<file path="src/rtl/wdt_guard.sv">
module wdt_guard #(
  parameter int CNT_W   = 16,
  parameter int BASE_SH = 9,
  parameter int PRE_RST = 7
) (
  input  logic       clk,
  input  logic       rst_n,
  input  logic       sys_rst,
  input  logic       lock_hold,
  input  logic       bus_stb,
  input  logic       bus_we,
  input  logic [7:0] bus_wdata,
  output logic [7:0] bus_rdata,
  output logic       wdt_rst,
  output logic       wdt_dl,
  output logic       wdt_irq
);
  localparam int MAX_TAP = CNT_W - BASE_SH;
  localparam logic [3:0] TAP_TOP = 4'(MAX_TAP);
  localparam logic [3:0] IMM_RST = 4'(MAX_TAP + 1);
  localparam logic [3:0] IMM_DL  = 4'(MAX_TAP + 2);
  localparam logic [CNT_W-1:0] ALL_ONES = {CNT_W{1'b1}};

  logic [3:0]       pre_q;
  logic             resp_q, en_q, wds_q, arm_q, imm_q, imm_dl_q, rst_q, dl_q;
  logic [CNT_W-1:0] cnt_q, lim;

  wire       wr       = bus_stb & bus_we;
  wire       data_wr  = wr & arm_q & ~sys_rst;
  wire       en_eff   = en_q | lock_hold;
  wire       resp_eff = resp_q & ~lock_hold;
  wire [3:0] pre_nx   = (bus_wdata[7:4] <= IMM_DL) ? bus_wdata[7:4] : pre_q;
  wire       en_nx    = bus_wdata[1] | lock_hold;
  wire       is_tap   = pre_q <= TAP_TOP;

  assign lim = ALL_ONES >> (TAP_TOP - pre_q);

  wire hit  = en_eff & is_tap & (cnt_q == lim);
  wire kick = data_wr & (bus_wdata[1] | (pre_nx != pre_q));
  wire fire = (hit & ~resp_eff) | imm_q;

  always_ff @(posedge clk or negedge rst_n) begin
    if (!rst_n) begin
      cnt_q <= '0;
    end else if (sys_rst || kick || hit || !en_eff) begin
      cnt_q <= '0;
    end else begin
      cnt_q <= cnt_q + CNT_W'(1);
    end
  end

  always_ff @(posedge clk or negedge rst_n) begin
    if (!rst_n) begin
      pre_q  <= 4'(PRE_RST);
      resp_q <= 1'b0;
      en_q   <= 1'b1;
      arm_q  <= 1'b0;
    end else if (sys_rst) begin
      pre_q  <= 4'(PRE_RST);
      resp_q <= 1'b0;
      en_q   <= 1'b1;
      arm_q  <= 1'b0;
    end else begin
      if (bus_stb) arm_q <= wr & ~arm_q & bus_wdata[0];
      if (data_wr) begin
        pre_q  <= pre_nx;
        resp_q <= bus_wdata[3];
        en_q   <= bus_wdata[1];
      end
    end
  end

  always_ff @(posedge clk or negedge rst_n) begin
    if (!rst_n) begin
      wds_q <= 1'b0;
    end else if (hit || imm_q) begin
      wds_q <= 1'b1;
    end else if (data_wr && !bus_wdata[2]) begin
      wds_q <= 1'b0;
    end
  end

  always_ff @(posedge clk or negedge rst_n) begin
    if (!rst_n) begin
      imm_q    <= 1'b0;
      imm_dl_q <= 1'b0;
      rst_q    <= 1'b0;
      dl_q     <= 1'b0;
    end else begin
      imm_q    <= data_wr & en_nx & (pre_nx >= IMM_RST);
      imm_dl_q <= pre_nx == IMM_DL;
      rst_q    <= fire;
      dl_q     <= imm_q & imm_dl_q;
    end
  end

  assign bus_rdata = {pre_q, resp_eff, wds_q, en_eff, 1'b0};
  assign wdt_rst   = rst_q;
  assign wdt_dl    = dl_q;
  assign wdt_irq   = wds_q & resp_eff;
endmodule


</file>
<file path="config.mk">
export PLATFORM = sky130hd
export DESIGN_NAME = wdt_guard
export DESIGN_NICKNAME = d
export VERILOG_FILES = /design/src/rtl/wdt_guard.sv
export SDC_FILE = /design/constraint.sdc
export NUM_CORES = 1
export LEC_CHECK = 0
export BUFFER_PORTS_ARGS = -buffer_cell sky130_fd_sc_hd__buf_2
export CELL_PAD_IN_SITES_DETAIL_PLACEMENT = 1
export CELL_PAD_IN_SITES_GLOBAL_PLACEMENT = 1
export CORE_UTILIZATION = 30
export CTS_CLUSTER_DIAMETER = 200
export CTS_CLUSTER_SIZE = 8
export DETAILED_ROUTE_END_ITERATION = 7
export PLACE_DENSITY_LB_ADDON = 0.1
export SYNTH_ARGS = -nofsm -noshare
export SYNTH_HDL_FRONTEND = slang
export SYNTH_SLANG_ARGS = --single-unit
export TNS_END_PERCENT = 10
</file>
<file path="constraint.sdc">
create_clock -name clk -period 4.7 [get_ports clk]
set_input_delay 0.94 -clock clk [delete_from_list [all_inputs] [get_ports clk]]
set_output_delay 0.94 -clock clk [all_outputs]
set_load 0.02 [all_outputs]
</file>
==> impl_metrics.py <==
metrics = {
    "die": {
        "start_util_pct": 32.0,
        "die_y_um": 79.6,
        "die_area_um2": 6340,
        "die_w_um": 79.6,
        "core-area_um2": 5640,
        "pin_count": 25,
        "num_rows": 27,
    },
    "placement": {
        "dp_cells": 276,
        "gp_congestion": 0.795,
        "io_buffers": 23,
        "dp_hpwl_um": 3470,
    },
    "worst_setup_path": {
        "required_ns": 3.76,
        "critPathMaxFanout": 3,
        "crit_arrival_ns": 1.60,
        "crit_type": "input port to primary output",
        "end_kind": "primary output",
        "r2r_slack_ns": 2.17,
        "cp-start-kind": "input port",
    },
    "finish": {
        "multiInputGateArea_um2": 940,
        "nNetsFinal": 224,
        "seq_area_um2": 706,
        "area_growth_pct": 7.89,
        "fin_cells": 280,
        "drive_above_1_share_pct": 20.7,
        "fillers": 677,
        "antennaDiodeCount": 0,
    },
    "clock_network": {
        "htree_levels": 1,
        "cts.path.max_buffers": 2,
        "clkTransAtPathRegs_ns": 0.10,
        "clock-sinks": 28,
        "postCtsHoldBufs": 0,
        "clock_latency_ns": 0.28,
        "post_cts_resized": 0,
        "cts_tree": "done",
        "cts-root-buf": "clkbuf_8",
        "postCtsSetupBuffers": 0,
        "cts_inserted_buffers": 3,
    },
    "logic_synthesis": {
        "ys_seq_elements": 28,
        "syn_area_per_cell_um2": 9.37,
        "ys_types": 51,
        "yosys_warnings": 0,
        "syn_nets": 208,
        "syn_inst": 193,
        "synthArstFlopShare_pct": 100,
        "seq_area_frac_synth_pct": 39.0,
        "synth-edff-count": 0,
        "ys.flop_type": "dfrtp_1",
        "syn_area_um2": 1810,
    },
    "detailed_routing": {
        "drc": 0,
        "routed_wl_um": 4840,
        "viasPerCell": 5.23,
        "first_pass_iters": 4,
        "first_iter_violations": 76,
        "routedWlPerCell_um": 17.3,
        "via_count": 1463,
        "ant_nets": 0,
    },
    "sta": {
        "tightestPinTransition_ns": 0.907,
        "rsz0062_at_grt": "no",
        "final.setup.tns_ns": 0,
        "post-route-period-util_pct": 54.1,
        "maxSlewViolCount": 0,
        "hold_viol": 0,
        "finalSetupViolCount": 0,
        "fin_skew_ns": 0.00336,
        "relSlewSlack_pct": 39.3,
        "finalCriticalPeriod_ns": 2.54,
        "clock.fmax_ghz": 0.394,
    },
    "pwr": {
        "ir_drop_uv": 111,
        "power_switching_w": 0.000109,
        "p_leak_nw": 0.786,
        "seqPwrFrac_pct": 56.6,
        "clockPowerShare_pct": 35.0,
        "internal_power_w": 0.000334,
        "power_frac_comb_pct": 8.4,
        "p_sw_share_pct": 24.7,
        "powerDensity_nw_per_um2": 227,
        "power.total_w": 0.000443,
    },
    "grt": {
        "grt_util_all_layers_pct": 17.3,
        "grt_pass1_vias": 1606,
        "grt_first_pass_wirelength_um": 8300,
        "globalRouteOverflowTotal": 0,
        "grt_max_degree": 29,
        "antenna_found_initial": 0,
    },
    "outcome": {
        "status": "finished, final reports clean",
    },
    "run": {
        "cap_violations": 0,
    },
    "min_path": {
        "min_path_type": "register to register",
    },
}
==> cells by family after synthesis <==
group / after synthesis / synth area share (%)
AO/OA/AOI/OAI: 41 / 16.5
XOR/XNOR: 19 / 9.20
adder cells (fa/ha/maj): 1 / 0.692
buffers and inverters: 24 / 9.00
flip-flops: 28 / 39.0
multiplexers: 5 / 2.84
other: 1 / 0.207
AND/OR/NAND/NOR: 74 / 22.5
==> state kept, by name, summed over array words and instances (netlist names) <==
signal and cells:
resp_q 1, cnt_q 16, wdt_dl 1, imm_dl_q 1, wdt_rst 1, imm_q 1
pre_q 4, en_q 1, wds_q 1, arm_q 1
==> worst paths after layout <==
kind                            from   endpoint  depth (start not counted)
setup / recovery           lock_hold    wdt_irq                          5
hold / removal              imm_dl_q     wdt_dl                          1
setup reg to reg            pre_q[3]      wds_q                          5
hold reg to reg             imm_dl_q     wdt_dl                          1
max in group asynchronous      rst_n  cnt_q[11]                          1
min in group asynchronous      rst_n      arm_q                          1
==> cells in the mapped netlist (4+ instances only) <==
cell / number / area (um2)
nand2_1: 10 / 37.5
xor2_1: 6 / 52.6
xnor2_1: 13 / 114
nor3_1: 5 / 25.0
and3_1: 5 / 31.3
dfrtp_1: 24 / 601
nand3_1: 12 / 60.1
a211oi_1: 11 / 82.6
mux2i_1: 4 / 40.0
buf_4: 4 / 30.0
a21oi_1: 8 / 40.0
nor2_1: 20 / 75.1
o21ai_0: 4 / 20.0
buf_6: 5 / 56.3
inv_1: 12 / 45.0
dfstp_2: 4 / 105
==> through the flow <==
stage	setup WS, ns	area (um2)	hold slack, ns	util (%)
after floorplan	2.40	1810	0.434	-
final	2.16	1950	0.488	34.6
after global routing	2.02	1950	0.507	34.6
after global placement	1.94	1900	0.451	33.6
after CTS	2.14	1950	0.491	34.6
after detailed placement	1.89	1900	0.456	33.6
==> power groups by stage <==
| stage | clock (W) | sequential [W] | combinational, W |
|---|---|---|---|
| CTS | 0.000162 | 0.000251 | 0.0000380 |
| finish | 0.000155 | 0.000251 | 0.0000374 |
| global placement | 0 | 0.000255 | 0.0000369 |
| floorplan | 0 | 0.000254 | 0.0000222 |
| global route | 0.000169 | 0.000252 | 0.0000422 |
| detailed placement | 0 | 0.000255 | 0.0000373 |
==> per-layer routing <==
layer | track usage [%] | part of all wire [%]
met1 | 23.7 | 51
met2 | 27.9 | 46
met3 | 1.83 | 1.7
met4 | 6.36 | 1.4
met5 | 0 | 0
==> final cells by class <==
type / count / share of cell area [%]
clock buffers: 4 / 2.82
inverters: 12 / 2.31
multi-input cells: 141 / 48.2
flip-flops and latches: 28 / 36.2
well taps: 72 / 4.62
repair buffers: 23 / 5.90
==> cells in the final DEF (no fill, tap or decap), types with 5 or more instances in the layout <==
cell type,instances
a21oi_1,8
and3_1,5
nand2_1,10
xor2_1,6
nor2_1,20
dfrtp_1,24
buf_2,23
a211oi_1,11
inv_1,12
xnor2_1,13
nand3_1,12
nor3_1,5
==> critical path: stages <==
cell	delay, ns
buf_2	0.12
nand2b_1	0.18
inv_1	0.09
and2_1	0.12
buf_2	0.16
Note: power is estimated with default switching activity, not from simulation.
